--- src/rtl/spi_shift_pkg.sv ---
package spi_shift_pkg;
  localparam int REG_W       = 32;
  localparam int ADDR_W      = 5;
  localparam int BIT_CNT_W   = $clog2(REG_W) + 1;
  localparam int CNT_FIELD_W = 7;
  localparam int GO_BIT      = 31;
  localparam int CS_LSB      = 28;
  localparam int TERM_BIT    = 26;
  localparam int IDLE_CS_LSB = 16;
  localparam int IDLE_MOSI   = 0;

  localparam logic [ADDR_W-1:0] OFS_ENABLE = 5'h00;
  localparam logic [ADDR_W-1:0] OFS_DIV    = 5'h04;
  localparam logic [ADDR_W-1:0] OFS_PINS   = 5'h08;
  localparam logic [ADDR_W-1:0] OFS_TXD    = 5'h10;
  localparam logic [ADDR_W-1:0] OFS_CMD    = 5'h14;
  localparam logic [ADDR_W-1:0] OFS_RXD    = 5'h18;

  localparam logic [REG_W-1:0] PINS_RESET = 32'h0007_0000;

  // control -> datapath strobes
  typedef struct packed {
    logic                 load;
    logic [BIT_CNT_W-1:0] loadBits;
    logic                 sample;
    logic                 shift;
  } shiftStrobe_t;
endpackage

--- src/rtl/spi_shift_dp.sv ---
module spi_shift_dp
  import spi_shift_pkg::*;
#(
  parameter int DIV_W    = 6,
  parameter int CS_COUNT = 3
) (
  input  logic                   clk,
  input  logic                   rst_n,
  input  logic                   regWrEn,
  input  logic [ADDR_W-1:0]      regAddr,
  input  logic [REG_W-1:0]       regWrData,
  output logic [REG_W-1:0]       regRdData,
  input  shiftStrobe_t           strobe,
  input  logic                   busy,
  input  logic                   miso,
  output logic                   enable,
  output logic [DIV_W-1:0]       divider,
  output logic                   cmdWrite,
  output logic [CS_COUNT-1:0]    cmdCs,
  output logic                   cmdTerm,
  output logic [CNT_FIELD_W-1:0] cmdCount,
  output logic [CS_COUNT-1:0]    csIdle,
  output logic                   mosiIdle,
  output logic                   txBit
);
  localparam logic [BIT_CNT_W-1:0] FULL_BITS = BIT_CNT_W'(REG_W);

  logic                   enReg;
  logic [DIV_W-1:0]       divReg;
  logic [REG_W-1:0]       pinReg;
  logic [REG_W-1:0]       txDataReg;
  logic [REG_W-1:0]       txShift;
  logic [REG_W-1:0]       rxShift;
  logic [CS_COUNT-1:0]    lastCs;
  logic                   lastTerm;
  logic [CNT_FIELD_W-1:0] lastCnt;
  logic [REG_W-1:0]       cmdView;

  assign enable   = enReg;
  assign divider  = divReg;
  assign cmdWrite = regWrEn && (regAddr == OFS_CMD);
  assign cmdCs    = regWrData[CS_LSB +: CS_COUNT];
  assign cmdTerm  = regWrData[TERM_BIT];
  assign cmdCount = regWrData[CNT_FIELD_W-1:0];
  assign csIdle   = pinReg[IDLE_CS_LSB +: CS_COUNT];
  assign mosiIdle = pinReg[IDLE_MOSI];
  assign txBit    = txShift[REG_W-1];

  // configuration registers
  always_ff @(posedge clk) begin
    if (!rst_n) begin
      enReg     <= 1'b0;
      divReg    <= '0;
      pinReg    <= PINS_RESET;
      txDataReg <= '0;
    end else if (regWrEn) begin
      case (regAddr)
        OFS_ENABLE: enReg     <= regWrData[0];
        OFS_DIV:    divReg    <= regWrData[DIV_W-1:0];
        OFS_PINS:   pinReg    <= regWrData;
        OFS_TXD:    txDataReg <= regWrData;
        default: ;
      endcase
    end
  end

  // readback copy of the last accepted command fields
  always_ff @(posedge clk) begin
    if (!rst_n) begin
      lastCs   <= '0;
      lastTerm <= 1'b0;
      lastCnt  <= '0;
    end else if (cmdWrite && enReg && !busy) begin
      lastCs   <= cmdCs;
      lastTerm <= cmdTerm;
      lastCnt  <= cmdCount;
    end
  end

  // transmit shifter: left-justify the low N bits so bit 31 goes out first
  always_ff @(posedge clk) begin
    if (!rst_n) begin
      txShift <= '0;
    end else if (strobe.load) begin
      txShift <= txDataReg << (FULL_BITS - strobe.loadBits);
    end else if (strobe.shift) begin
      txShift <= {txShift[REG_W-2:0], 1'b0};
    end
  end

  // receive shifter: right-aligned assembly
  always_ff @(posedge clk) begin
    if (!rst_n) begin
      rxShift <= '0;
    end else if (strobe.load) begin
      rxShift <= '0;
    end else if (strobe.sample) begin
      rxShift <= {rxShift[REG_W-2:0], miso};
    end
  end

  always_comb begin
    cmdView                          = '0;
    cmdView[GO_BIT]                  = busy;
    cmdView[CS_LSB +: CS_COUNT]      = lastCs;
    cmdView[TERM_BIT]                = lastTerm;
    cmdView[CNT_FIELD_W-1:0]         = lastCnt;
  end

  always_comb begin
    case (regAddr)
      OFS_ENABLE: regRdData = REG_W'(enReg);
      OFS_DIV:    regRdData = REG_W'(divReg);
      OFS_PINS:   regRdData = pinReg;
      OFS_TXD:    regRdData = txDataReg;
      OFS_CMD:    regRdData = cmdView;
      OFS_RXD:    regRdData = rxShift;
      default:    regRdData = '0;
    endcase
  end

  // receive word only moves on a load or a sample
  assert_rx_hold_R11: assert property (@(posedge clk) disable iff (!rst_n)
    (!strobe.load && !strobe.sample) |=> $stable(rxShift));

  // a new shift may only be loaded while the engine is idle
  assert_load_idle_R9: assert property (@(posedge clk) disable iff (!rst_n)
    strobe.load |-> !busy);

  // sampling happens only inside a shift
  assert_sample_busy_R6: assert property (@(posedge clk) disable iff (!rst_n)
    strobe.sample |-> busy);
endmodule

--- src/rtl/spi_shift_ctrl.sv ---
module spi_shift_ctrl
  import spi_shift_pkg::*;
#(
  parameter int DIV_W    = 6,
  parameter int CS_COUNT = 3
) (
  input  logic                   clk,
  input  logic                   rst_n,
  input  logic                   enable,
  input  logic [DIV_W-1:0]       divider,
  input  logic                   cmdWrite,
  input  logic [CS_COUNT-1:0]    cmdCs,
  input  logic                   cmdTerm,
  input  logic [CNT_FIELD_W-1:0] cmdCount,
  output shiftStrobe_t           strobe,
  output logic                   busy,
  output logic                   sckLevel,
  output logic [CS_COUNT-1:0]    csHeld
);
  typedef enum logic [1:0] {ST_IDLE, ST_LOW, ST_HIGH} state_t;

  localparam logic [BIT_CNT_W-1:0]   FULL_BITS = BIT_CNT_W'(REG_W);
  localparam logic [CNT_FIELD_W-1:0] FULL_CNT  = CNT_FIELD_W'(REG_W);

  state_t               state;
  logic [DIV_W-1:0]     halfCnt;
  logic [BIT_CNT_W-1:0] bitsLeft;
  logic                 termReg;
  logic                 sckReg;
  logic [BIT_CNT_W-1:0] reqBits;
  logic                 halfDone;
  logic                 accept;
  logic                 lastEdge;

  assign reqBits  = (cmdCount > FULL_CNT) ? FULL_BITS : cmdCount[BIT_CNT_W-1:0];
  assign halfDone = (halfCnt == divider);
  assign accept   = cmdWrite && enable && (state == ST_IDLE);
  assign lastEdge = (state == ST_HIGH) && halfDone && (bitsLeft == BIT_CNT_W'(1));

  assign busy     = (state != ST_IDLE);
  assign sckLevel = sckReg;

  always_comb begin
    strobe.load     = accept && (reqBits != '0);
    strobe.loadBits = reqBits;
    strobe.sample   = (state == ST_LOW) && halfDone && enable;
    strobe.shift    = (state == ST_HIGH) && halfDone && !lastEdge && enable;
  end

  always_ff @(posedge clk) begin
    if (!rst_n) begin
      state    <= ST_IDLE;
      halfCnt  <= '0;
      bitsLeft <= '0;
      termReg  <= 1'b0;
      sckReg   <= 1'b0;
      csHeld   <= '0;
    end else if (!enable) begin
      state   <= ST_IDLE;
      halfCnt <= '0;
      sckReg  <= 1'b0;
      csHeld  <= '0;
    end else begin
      case (state)
        ST_IDLE: begin
          if (cmdWrite) begin
            termReg <= cmdTerm;
            if (reqBits == '0) begin
              csHeld <= cmdTerm ? '0 : cmdCs;
            end else begin
              csHeld   <= cmdCs;
              state    <= ST_LOW;
              halfCnt  <= '0;
              bitsLeft <= reqBits;
            end
          end
        end
        ST_LOW: begin
          if (halfDone) begin
            state   <= ST_HIGH;
            sckReg  <= 1'b1;
            halfCnt <= '0;
          end else begin
            halfCnt <= halfCnt + DIV_W'(1);
          end
        end
        ST_HIGH: begin
          if (halfDone) begin
            sckReg  <= 1'b0;
            halfCnt <= '0;
            if (lastEdge) begin
              state <= ST_IDLE;
              if (termReg) csHeld <= '0;
            end else begin
              state    <= ST_LOW;
              bitsLeft <= bitsLeft - BIT_CNT_W'(1);
            end
          end else begin
            halfCnt <= halfCnt + DIV_W'(1);
          end
        end
        default: state <= ST_IDLE;
      endcase
    end
  end

  // SCK is low whenever the engine is idle
  assert_sck_idle_low_R4: assert property (@(posedge clk) disable iff (!rst_n)
    !busy |-> !sckLevel);

  // SCK toggles only after a full half period while enabled
  assert_half_period_R4: assert property (@(posedge clk) disable iff (!rst_n)
    (!$stable(sckLevel) && $past(enable)) |-> ($past(halfCnt) == $past(divider)));

  // busy never drops with SCK still high
  assert_finish_low_R3: assert property (@(posedge clk) disable iff (!rst_n)
    $fell(busy) |-> !sckLevel);

  // disabling releases every held chip select
  assert_disable_release_R10: assert property (@(posedge clk) disable iff (!rst_n)
    !enable |=> (csHeld == '0));

  // a command during a shift (not its final edge) changes nothing visible
  assert_busy_ignore_R9: assert property (@(posedge clk) disable iff (!rst_n)
    (enable && busy && cmdWrite && !lastEdge) |=> (busy && $stable(csHeld)));
endmodule

--- src/rtl/spi_shift_host.sv ---
module spi_shift_host
  import spi_shift_pkg::*;
#(
  parameter int DIV_W    = 6,
  parameter int CS_COUNT = 3
) (
  input  logic                clk,
  input  logic                rst_n,
  input  logic                regWrEn,
  input  logic [ADDR_W-1:0]   regAddr,
  input  logic [REG_W-1:0]    regWrData,
  output logic [REG_W-1:0]    regRdData,
  output logic                spiSck,
  output logic                spiMosi,
  input  logic                spiMiso,
  output logic [CS_COUNT-1:0] spiCsN
);
  shiftStrobe_t           strobe;
  logic                   busy;
  logic                   sckLevel;
  logic [CS_COUNT-1:0]    csHeld;
  logic                   enable;
  logic [DIV_W-1:0]       divider;
  logic                   cmdWrite;
  logic [CS_COUNT-1:0]    cmdCs;
  logic                   cmdTerm;
  logic [CNT_FIELD_W-1:0] cmdCount;
  logic [CS_COUNT-1:0]    csIdle;
  logic                   mosiIdle;
  logic                   txBit;

  spi_shift_dp #(.DIV_W(DIV_W), .CS_COUNT(CS_COUNT)) u_dp (
    .clk       (clk),
    .rst_n     (rst_n),
    .regWrEn   (regWrEn),
    .regAddr   (regAddr),
    .regWrData (regWrData),
    .regRdData (regRdData),
    .strobe    (strobe),
    .busy      (busy),
    .miso      (spiMiso),
    .enable    (enable),
    .divider   (divider),
    .cmdWrite  (cmdWrite),
    .cmdCs     (cmdCs),
    .cmdTerm   (cmdTerm),
    .cmdCount  (cmdCount),
    .csIdle    (csIdle),
    .mosiIdle  (mosiIdle),
    .txBit     (txBit)
  );

  spi_shift_ctrl #(.DIV_W(DIV_W), .CS_COUNT(CS_COUNT)) u_ctrl (
    .clk      (clk),
    .rst_n    (rst_n),
    .enable   (enable),
    .divider  (divider),
    .cmdWrite (cmdWrite),
    .cmdCs    (cmdCs),
    .cmdTerm  (cmdTerm),
    .cmdCount (cmdCount),
    .strobe   (strobe),
    .busy     (busy),
    .sckLevel (sckLevel),
    .csHeld   (csHeld)
  );

  assign spiSck  = sckLevel;
  assign spiMosi = busy ? txBit : mosiIdle;

  for (genvar i = 0; i < CS_COUNT; i++) begin : g_cs
    assign spiCsN[i] = (csHeld[i] && enable) ? 1'b0 : csIdle[i];
  end
endmodule

--- config.mk ---
export PLATFORM = sky130hd
export DESIGN_NAME = spi_shift_host
export DESIGN_NICKNAME = d
export VERILOG_FILES = /design/src/rtl/spi_shift_pkg.sv /design/src/rtl/spi_shift_dp.sv /design/src/rtl/spi_shift_ctrl.sv /design/src/rtl/spi_shift_host.sv
export SDC_FILE = /design/constraint.sdc
export NUM_CORES = 1
export LEC_CHECK = 0
export BUFFER_PORTS_ARGS = -buffer_cell sky130_fd_sc_hd__buf_2
export CAP_MARGIN = 30
export CORE_UTILIZATION = 55
export CTS_CLUSTER_DIAMETER = 60
export DETAILED_ROUTE_END_ITERATION = 8
export GPL_TIMING_DRIVEN = 0
export PLACE_DENSITY = 0.74
export SLEW_MARGIN = 20
export SYNTH_ARGS = -nofsm -noshare
export SYNTH_HDL_FRONTEND = slang
export SYNTH_HIERARCHICAL = 1
export SYNTH_SLANG_ARGS = --single-unit
--- constraint.sdc ---
create_clock -name clk -period 4.7 [get_ports clk]
set_clock_uncertainty 0.15 [all_clocks]
set_input_delay 0.47 -clock clk [delete_from_list [all_inputs] [get_ports clk]]
set_output_delay 0.47 -clock clk [all_outputs]
set_load 0.02 [all_outputs]
==> flow_summary_export.csv, run 1 <==
group,metric,value,unit
layout,area_growth,12.9,%
die,initial_utilization,56.5,%
global_routing,grt_pass1_vias,8371,
worst_setup_path,crit_path_end_kind,"register",
power_and_ir_drop,p_per_area,282,nW/µm²
clock_tree,clkLatencyLatePin,0.44,ns
layout,final_layout_size_suffix_gt1_share,17.0,%
logic_synthesis,muxShareOfSynthArea,19.2,%
clock_tree,cts_tree,"built",
timing,tightest_slew,0.815,ns
global_routing,grt_remaining_overflow,0,
logic_synthesis,synth.area.top_cells,"dfxtp_1 (34%), mux2i_1 (11%), nand2_1 (6.9%)",
die,fp.dieW,136,µm
power_and_ir_drop,irDropWorstVdd,0.311,mV
timing,rsz0062_at_grt,"false",
routing,wl_met1,12900,µm
placement,dp_hpwl,22000,µm
clock_tree,cts_setup_buffers,0,
logic_synthesis,synth-edff-count,0,
timing,tns,0,ns
worst_setup_path,crit_type,"input pin to register",
routing,dr.pass1.iters,6,
timing,fin_crit_sh,94.5,%
logic_synthesis,synthSimpleGateAreaFrac,19.7,%
clock_tree,htree_num_levels,4,
layout,layout.cells.non_filler,1500,
die,dieHeight,136,µm
routing,post_drt_wl_per_cell,19.4,µm
clock_tree,cts_hold_buf,0,
placement,dp_cells,1468,
global_routing,antenna_found_initial,0,
worst_setup_path,arrival,4.62,ns
logic_synthesis,async_flop_share,0,%
logic_synthesis,synth_top_family_by_area,"simple AND/OR/NAND/NOR gates",
placement,place_area,10500,µm²
routing,wl_met3,2160,µm
logic_synthesis,yosysTopAreaCellShare,33.7,%
clock_tree,cts.clk_slew.worst_paths,0.08,ns
clock_tree,cts_buffers,17,
worst_setup_path,path_cells,"buf_2, buf_4, nor2_1, and2_1, buf_6, clkinv_1, buf_1, ha_1, buf_2, buf_2, mux2_2, nor2_1, a211oi_1, a21oi_1, a21oi_1, a211o_1",
routing,routed_wl,29200,µm
die,ios,78,
layout,fin_util,63.8,%
routing,top_layer,"met4",
logic_synthesis,synth_fp_nets,1216,
logic_synthesis,synth_compound_area_share,18.8,%
timing,fin_crit,4.44,ns
placement,dpl_worst_slack,-0.0578,ns
logic_synthesis,synth_area_per_cell,8.41,µm²
worst_setup_path,slowest_delay,0.58,ns
logic_synthesis,syn-cell-area,9810,µm²
global_routing,grt_max_degree,20,
logic_synthesis,ys_types,73,
power_and_ir_drop,cellLeakagePower,4.29,nW
placement,gp_congestion,0.940,
timing,finalSetupViolations,0,
worst_setup_path,crit_top_cell,"buf_2",
die,die-area,18400,µm²
global_routing,grt_use_total,32.6,%
logic_synthesis,synth_xor_area_share,1.67,%
logic_synthesis,postSynthCellCount,1166,
routing,drc,0,
layout,fin_area,11100,µm²
logic_synthesis,yosysWarnings,6,
logic_synthesis,ys_seq_area_share,33.7,%
clock_tree,cts_root_buffer,"clkbuf_16",
outcome,status,"finished, final reports clean",
timing,hold_violations,0,
logic_synthesis,synth_adder_area_share,1.15,%
clock_tree,clock-sinks,165,
worst_setup_path,cp.required,4.88,ns
timing,slew-limit-headroom,45.7,%
layout,num_antenna_cells,0,
worst_setup_path,start_kind,"input pin",
logic_synthesis,synth_area_leader_cell,"dfxtp_1",
layout,nets,1312,
layout,fillCellCount,1483,
logic_synthesis,synth_ff_type,"dfxtp_1",
logic_synthesis,ys_ff_latch,165,
routing,drtAntennaViolNets,0,
timing,drv_slew,0,
hold_path,hp-class,"input pin to register",
global_routing,grt_pass1_wl,46000,µm
die,num_rows,48,
layout,final_common_cell,"nand2_1",
routing,wl_met2,13300,µm
clock_tree,clock_path_buffers,2,
die,core_area,17400,µm²
timing,fmax,225,MHz
placement,port_buffers,76,
run,maxCapViolCount,0,
timing,fin_ws,0.259,ns
worst_setup_path,cpMaxStageDelayCell,"a21oi_1",
worst_setup_path,worstPathMaxFanout,10,
routing,vias_per_cell,6.05,
routing,drtIter0Drc,948,
routing,via_count,9075,
layout,final_cell_mix,"nand2_1 (181), dfxtp_1 (165), nor2_1 (106)",
-- cell usage after synthesis (6+ instances only) --
| cell type | count |
|---|---|
| a211o_1 | 8 |
| a211oi_1 | 13 |
| a21boi_0 | 71 |
| a21oi_1 | 49 |
| a221o_1 | 7 |
| a22oi_1 | 28 |
| and2_1 | 7 |
| buf_1 | 12 |
| buf_2 | 13 |
| buf_4 | 17 |
| clkbuf_1 | 55 |
| dfxtp_1 | 165 |
| ha_1 | 9 |
| inv_1 | 25 |
| mux2_2 | 53 |
| mux2i_1 | 103 |
| nand2_1 | 181 |
| nand3_1 | 37 |
| nor2_1 | 106 |
| nor2b_1 | 27 |
| nor3_1 | 18 |
| o211a_1 | 6 |
| o211ai_1 | 7 |
| o21ai_0 | 41 |
| o22ai_1 | 6 |
| xnor2_1 | 10 |
-- metrics by stage --
stage               power [W]  hold slack [ns]
floorplan             0.00163            0.287
global placement      0.00173            0.299
detailed placement    0.00173            0.305
CTS                   0.00313            0.110
global route          0.00320            0.131
finish                0.00312            0.115
-- layer usage --
metal  up-vias  track usage (%)
met2       374             51.6
met3        58             4.71
met4         0             12.4
met1      4341             44.7
met5         -                0
li1       4302                -
-- layout make-up --
type                    count  area (µm²)  share of cell area, %
plain buffers              99         467                   4.22
clock buffers              18         429                   3.88
clock inverters            14         168                   1.51
inverters                  26        97.6                  0.882
multi-input cells         876        5940                   53.7
flip-flops and latches    165        3300                   29.8
well taps                 225         282                   2.54
repair buffers             77         384                   3.47
-- worst max-delay path, delay by kind of cell --
family | cells | cell delay [ns]
multiplexers | 1 | 0.39
buffers and inverters | 7 | 1.60
AND/OR/NAND/NOR | 3 | 0.59
adder cells (fa/ha/maj) | 1 | 0.40
AO/OA/AOI/OAI | 4 | 1.14
-- report_power, final --
group / leakage (nW) / total, W / internal [W] / switching, W
combinational: 2.66 / 0.000302 / 0.000108 / 0.000193
clock: 0.293 / 0.00141 / 0.000724 / 0.000685
sequential: 1.33 / 0.00141 / 0.00140 / 0.00000527
-- logic make-up after synthesis --
kind of cell,Yosys count
muxes,167
AOI/OAI and AO/OA,266
xor gates and xnor gates,17
and+or+nand+nor,417
buffers and inverters,125
DFF,165
adders and majority gates,9
-- state kept, by name, summed over array words and instances (netlist names) --
register	count
u_dp/txDataReg	32
u_ctrl/termReg	1
u_dp/divider	6
u_dp/pinReg	32
u_dp/rxShift	32
u_ctrl/state	2
u_dp/txShift	32
u_dp/lastCs	3
u_dp/lastTerm	1
u_ctrl/csHeld	3
u_ctrl/halfCnt	6
u_dp/lastCnt	7
u_dp/enable	1
u_ctrl/sckLevel	1
u_ctrl/bitsLeft	6
-- path summary, 6_finish.rpt --
kind                                                    from                             to  slack, ns  cells past startpoint
worst max-delay path                            regWrData[5]  u_dp/txShift[29]$_SDFFE_PN0P_       0.26                     16
worst min-delay path                                 spiMiso   u_dp/rxShift[0]$_SDFFE_PP0P_       0.11                      3
worst max register to register  u_ctrl/state[0]$_SDFFE_PN0P_  u_dp/rxShift[24]$_SDFFE_PP0P_       1.46                      9
worst min register to register  u_dp/pinReg[13]$_SDFFE_PN0P_   u_dp/pinReg[13]$_SDFFE_PN0P_       0.31                      2
-- timing repair --
| item | CTS | global route |
|---|---|---|
| hold endpoints to repair | 0 | 0 |
| endpoints found under the setup margin | 0 | 2 |
| gates resized for setup | 0 | 1 |
(Power assumes the default switching activity.)
==> run 2: changes to the inputs <==
--- a/config.mk
+++ b/config.mk
@@ -7,6 +7,7 @@
 export LEC_CHECK = 0
 export BUFFER_PORTS_ARGS = -buffer_cell sky130_fd_sc_hd__buf_2
 export CAP_MARGIN = 30
+export CORE_MARGIN = 2
 export CORE_UTILIZATION = 55
 export CTS_CLUSTER_DIAMETER = 60
 export DETAILED_ROUTE_END_ITERATION = 8
==> flow_summary_export.csv, run 2 (synthesized netlist as in run 1, its figures left out) <==
group,metric,value,unit
outcome,status,"finished, final reports clean",
routing,post_drt_wl_per_cell,19.4,µm
die,die-area,18900,µm²
timing,rsz0062_at_grt,"false",
worst_setup_path,cp_num_buf_inv,9,
routing,wl_met3,1970,µm
layout,fillCellCount,1550,
global_routing,grt_pass1_vias,8397,
routing,drc,0,
worst_setup_path,cpMaxStageDelayCell,"o21ai_0",
placement,gp_congestion,0.967,
die,core_area,17400,µm²
global_routing,grt_use_total,31.6,%
clock_tree,cts.clk_slew.worst_paths,0.08,ns
die,num_rows,48,
routing,vias_per_cell,6.03,
layout,area_growth,13.1,%
die,initial_utilization,56.5,%
power_and_ir_drop,cellLeakagePower,4.29,nW
layout,nets,1312,
routing,wl_met1,13000,µm
clock_tree,cts_tree,"built",
routing,top_layer,"met4",
timing,tns,0,ns
die,ios,78,
timing,drv_slew,0,
timing,hold_violations,0,
layout,fin_util,63.9,%
power_and_ir_drop,p_per_area,283,nW/µm²
run,maxCapViolCount,0,
routing,routed_wl,29100,µm
global_routing,antenna_found_initial,0,
global_routing,grt_max_degree,20,
routing,wl_met2,13400,µm
worst_setup_path,cp.required,4.90,ns
layout,fin_area,11100,µm²
worst_setup_path,crit_path_end_kind,"register",
global_routing,grt_remaining_overflow,0,
die,dieHeight,138,µm
hold_path,hp-class,"input pin to register",
placement,dp_hpwl,22200,µm
worst_setup_path,worstPathMaxFanout,10,
timing,fmax,222,MHz
clock_tree,cts-resized-gates,0,
layout,final_cell_mix,"nand2_1 (181), dfxtp_1 (165), nor2_1 (106)",
worst_setup_path,crit_type,"input pin to register",
routing,via_count,9043,
routing,dr.pass1.iters,7,
power_and_ir_drop,p_total,0.00314,W
worst_setup_path,slowest_delay,0.63,ns
clock_tree,cts_setup_buffers,0,
worst_setup_path,cp_top_family,"buffers and inverters",
placement,port_buffers,76,
placement,place_area,10500,µm²
die,fp.dieW,138,µm
timing,fin_crit_sh,96.0,%
clock_tree,clock-sinks,165,
timing,slew-limit-headroom,46.8,%
clock_tree,clkLatencyLatePin,0.44,ns
worst_setup_path,arrival,4.71,ns
timing,tightest_slew,0.790,ns
layout,num_antenna_cells,0,
clock_tree,htree_num_levels,4,
layout,final_common_cell,"nand2_1",
timing,finalSetupViolations,0,
routing,drtIter0Drc,840,
worst_setup_path,path_cells,"buf_2, buf_4, nor2_1, and2_1, buf_6, clkinv_1, buf_1, ha_1, buf_2, buf_2, buf_4, buf_4, mux2i_1, o21ai_0, a21oi_1, nor2_1, a21oi_1, o21ai_0",
clock_tree,cts_hold_buf,0,
layout,final_layout_size_suffix_gt1_share,17.2,%
power_and_ir_drop,irDropWorstVdd,0.311,mV
timing,fin_crit,4.51,ns
clock_tree,clock_path_buffers,2,
routing,drtAntennaViolNets,0,
clock_tree,cts_buffers,17,
worst_setup_path,start_kind,"input pin",
clock_tree,cts_root_buffer,"clkbuf_16",
global_routing,grt_pass1_wl,45900,µm
run 2: changes by cell type in the layout (fill, tap and decap cells not counted), sizes merged:
cell	change
inv	-2
clkinv	+2
run 2: metal layers:
layer  GRT usage (%)  up-vias
met2            50.1      350
li1                -     4310
met1            43.0     4324
met3            5.48       59
met5               0        -
met4            11.7        0
run 2: final cells by class:
cell class,count,area [µm²],area share (%)
sequential,165,3300,29.8
clock buffer,18,439,3.96
tap,225,282,2.54
clock inverter,14,175,1.58
timing repair buffer,77,384,3.46
inverter,26,97.6,0.880
buffer,99,467,4.21
multi-input combinational,876,5950,53.6
run 2: report_power, final:
group          switching, W  total [W]  internal (W)  leakage, nW
logic              0.000190   0.000299      0.000108         2.67
clock network      0.000692    0.00143      0.000739        0.299
registers        0.00000510    0.00141       0.00140         1.33
total              0.000887    0.00314       0.00225         4.29
run 2: final timing paths:
path	startpoint	to	slack [ns]	cells past startpoint
min reg2reg	u_dp/pinReg[13]$_SDFFE_PN0P_	u_dp/pinReg[13]$_SDFFE_PN0P_	0.31	2
max	regWrData[5]	u_dp/txShift[26]$_SDFFE_PN0P_	0.19	18
max reg2reg	u_ctrl/state[0]$_SDFFE_PN0P_	u_dp/rxShift[8]$_SDFFE_PP0P_	1.48	9
min	spiMiso	u_dp/rxShift[0]$_SDFFE_PP0P_	0.11	3
run 2: stage by stage:
| step | std cells | hold slack (ns) | worst slack [ns] |
|---|---|---|---|
| 2_1_floorplan | 1166 | 0.287 | 0.907 |
| 3_3_place_gp | 1467 | 0.297 | -0.139 |
| 3_5_place_dp | 1468 | 0.305 | -0.111 |
| 4_1_cts | 1500 | 0.102 | 0.308 |
| 5_1_grt | 1500 | 0.132 | 0.00411 |
| 6_report | 1500 | 0.111 | 0.189 |
run 2: tightest hold or removal path, stage by stage:
cell and delay [ns]:
buf_2 0.08, mux2i_1 0.05, nor2_1 0.07
==> run 3: changes to the inputs <==
--- a/config.mk
+++ b/config.mk
@@ -8,11 +8,10 @@
 export BUFFER_PORTS_ARGS = -buffer_cell sky130_fd_sc_hd__buf_2
 export CAP_MARGIN = 30
 export CORE_MARGIN = 2
-export CORE_UTILIZATION = 55
+export CORE_UTILIZATION = 45
 export CTS_CLUSTER_DIAMETER = 60
 export DETAILED_ROUTE_END_ITERATION = 8
 export GPL_TIMING_DRIVEN = 0
-export PLACE_DENSITY = 0.74
 export SLEW_MARGIN = 20
 export SYNTH_ARGS = -nofsm -noshare
 export SYNTH_HDL_FRONTEND = slang
==> constraint.sdc (replaced) <==
create_clock -name clk -period 4.7 [get_ports clk]
set_clock_uncertainty 0.15 [all_clocks]
set_input_delay 0.705 -clock clk [delete_from_list [all_inputs] [get_ports clk]]
set_output_delay 0.705 -clock clk [all_outputs]
set_load 0.02 [all_outputs]
==> flow_summary_export.csv, run 3 (synthesized netlist as in run 1, its figures left out) <==
group,metric,value,unit
clock_tree,cts_setup_buffers,0,
global_routing,antenna_found_initial,0,
placement,dp_hpwl,23300,µm
layout,layout.cells.non_filler,1554,
worst_setup_path,cp.required,4.88,ns
power_and_ir_drop,irDropWorstVdd,0.208,mV
hold_path,hold_depth,2,
power_and_ir_drop,p_per_area,278,nW/µm²
clock_tree,clock-sinks,165,
global_routing,grt_pass1_wl,47400,µm
hold_path,hp-class,"register to register",
layout,final_cell_mix,"nand2_1 (181), dfxtp_1 (165), nor2_1 (106)",
clock_tree,clock_path_buffers,2,
global_routing,grt_use_total,27.0,%
die,ios,78,
layout,fin_util,51.5,%
layout,final_layout_size_suffix_gt1_share,17.2,%
worst_setup_path,arrival,4.66,ns
layout,final_common_cell,"nand2_1",
die,core_area,21600,µm²
worst_setup_path,crit_type,"input pin to register",
timing,fin_crit,4.48,ns
run,maxCapViolCount,0,
global_routing,grt_remaining_overflow,0,
die,num_rows,54,
routing,dr.pass1.iters,5,
placement,dp_cells,1523,
worst_setup_path,reg2reg_depth,9,
die,dieHeight,152,µm
routing,via_count,8919,
timing,tightest_slew,0.828,ns
timing,drv_slew,0,
timing,hold_violations,0,
clock_tree,cts_tree,"built",
die,initial_utilization,45.4,%
routing,vias_per_cell,5.74,
global_routing,grt_pass1_vias,8331,
layout,num_antenna_cells,0,
worst_setup_path,start_kind,"input pin",
timing,rsz0062_at_grt,"false",
worst_setup_path,crit_path_end_kind,"register",
routing,drtAntennaViolNets,0,
routing,routed_wl,30700,µm
outcome,status,"finished, final reports clean",
die,fp.dieW,152,µm
worst_setup_path,worstPathMaxFanout,10,
routing,drtIter0Drc,716,
routing,post_drt_wl_per_cell,19.8,µm
layout,area_growth,13.5,%
clock_tree,htree_num_levels,4,
timing,whs,0.315,ns
layout,fin_area,11100,µm²
clock_tree,cts-resized-gates,0,
global_routing,grt_max_degree,19,
clock_tree,cts_buffers,17,
placement,place_area,10500,µm²
timing,slew-limit-headroom,44.8,%
clock_tree,clkLatencyLatePin,0.44,ns
timing,finalSetupViolations,0,
timing,fin_crit_sh,95.3,%
timing,fmax,223,MHz
layout,nets,1312,
clock_tree,cts_hold_buf,0,
power_and_ir_drop,cellLeakagePower,4.28,nW
die,die-area,23000,µm²
placement,port_buffers,76,
clock_tree,cts.clk_slew.worst_paths,0.08,ns
layout,fillCellCount,2130,
placement,gp_congestion,0.930,
timing,tns,0,ns
clock_tree,cts_root_buffer,"clkbuf_16",
routing,drc,0,
[run 3: per-stage QoR]
step / setup WS [ns] / power (W)
floorplan: 0.672 / 0.00163
global placement: -0.397 / 0.00174
detailed placement: -0.438 / 0.00173
CTS: 0.00134 / 0.00311
global route: 0.0318 / 0.00319
finish: 0.219 / 0.00309
[run 3: metal layers]
layer  track usage (%)  vias to the layer above  wire (µm)
met5                 0                        -          0
met4              7.55                        0        660
met3              5.06                       52       1780
met2              43.2                      313      14100
met1              37.3                     4241      14200
li1                  -                     4313          -
[run 3: final cells by class]
type	count	area (µm²)	area share, %
well taps	280	350	3.15
flip-flops and latches	165	3300	29.7
multi-input cells	876	5950	53.4
plain buffers	99	468	4.20
clock buffers	17	425	3.82
inverters	26	97.6	0.877
repair buffers	77	384	3.45
clock inverters	14	158	1.42
[run 3: worst paths after layout]
check	startpoint	end	slack, ns
max reg2reg	u_ctrl/state[1]$_SDFFE_PN0P_	u_dp/rxShift[27]$_SDFFE_PP0P_	1.42
min reg2reg	u_dp/pinReg[13]$_SDFFE_PN0P_	u_dp/pinReg[13]$_SDFFE_PN0P_	0.31
max	regWrData[5]	u_dp/txShift[25]$_SDFFE_PN0P_	0.22
min	u_dp/pinReg[13]$_SDFFE_PN0P_	u_dp/pinReg[13]$_SDFFE_PN0P_	0.31
[run 3: power breakdown]
part	total (W)	internal [W]	switching, W
Combinational	0.000302	0.000108	0.000193
Clock	0.00139	0.000710	0.000676
Sequential	0.00141	0.00140	0.00000534
[run 3: critical path, stage by stage]
cell      delay, ns
buf_2          0.15
buf_4          0.15
nor2_1         0.22
and2_1         0.22
buf_6          0.17
clkinv_1       0.24
clkbuf_2       0.31
ha_1           0.34
buf_2          0.20
buf_2          0.28
mux2i_1        0.51
inv_1          0.09
mux4_2         0.51
mux2i_1        0.21
o221ai_1       0.18
o211a_1        0.17
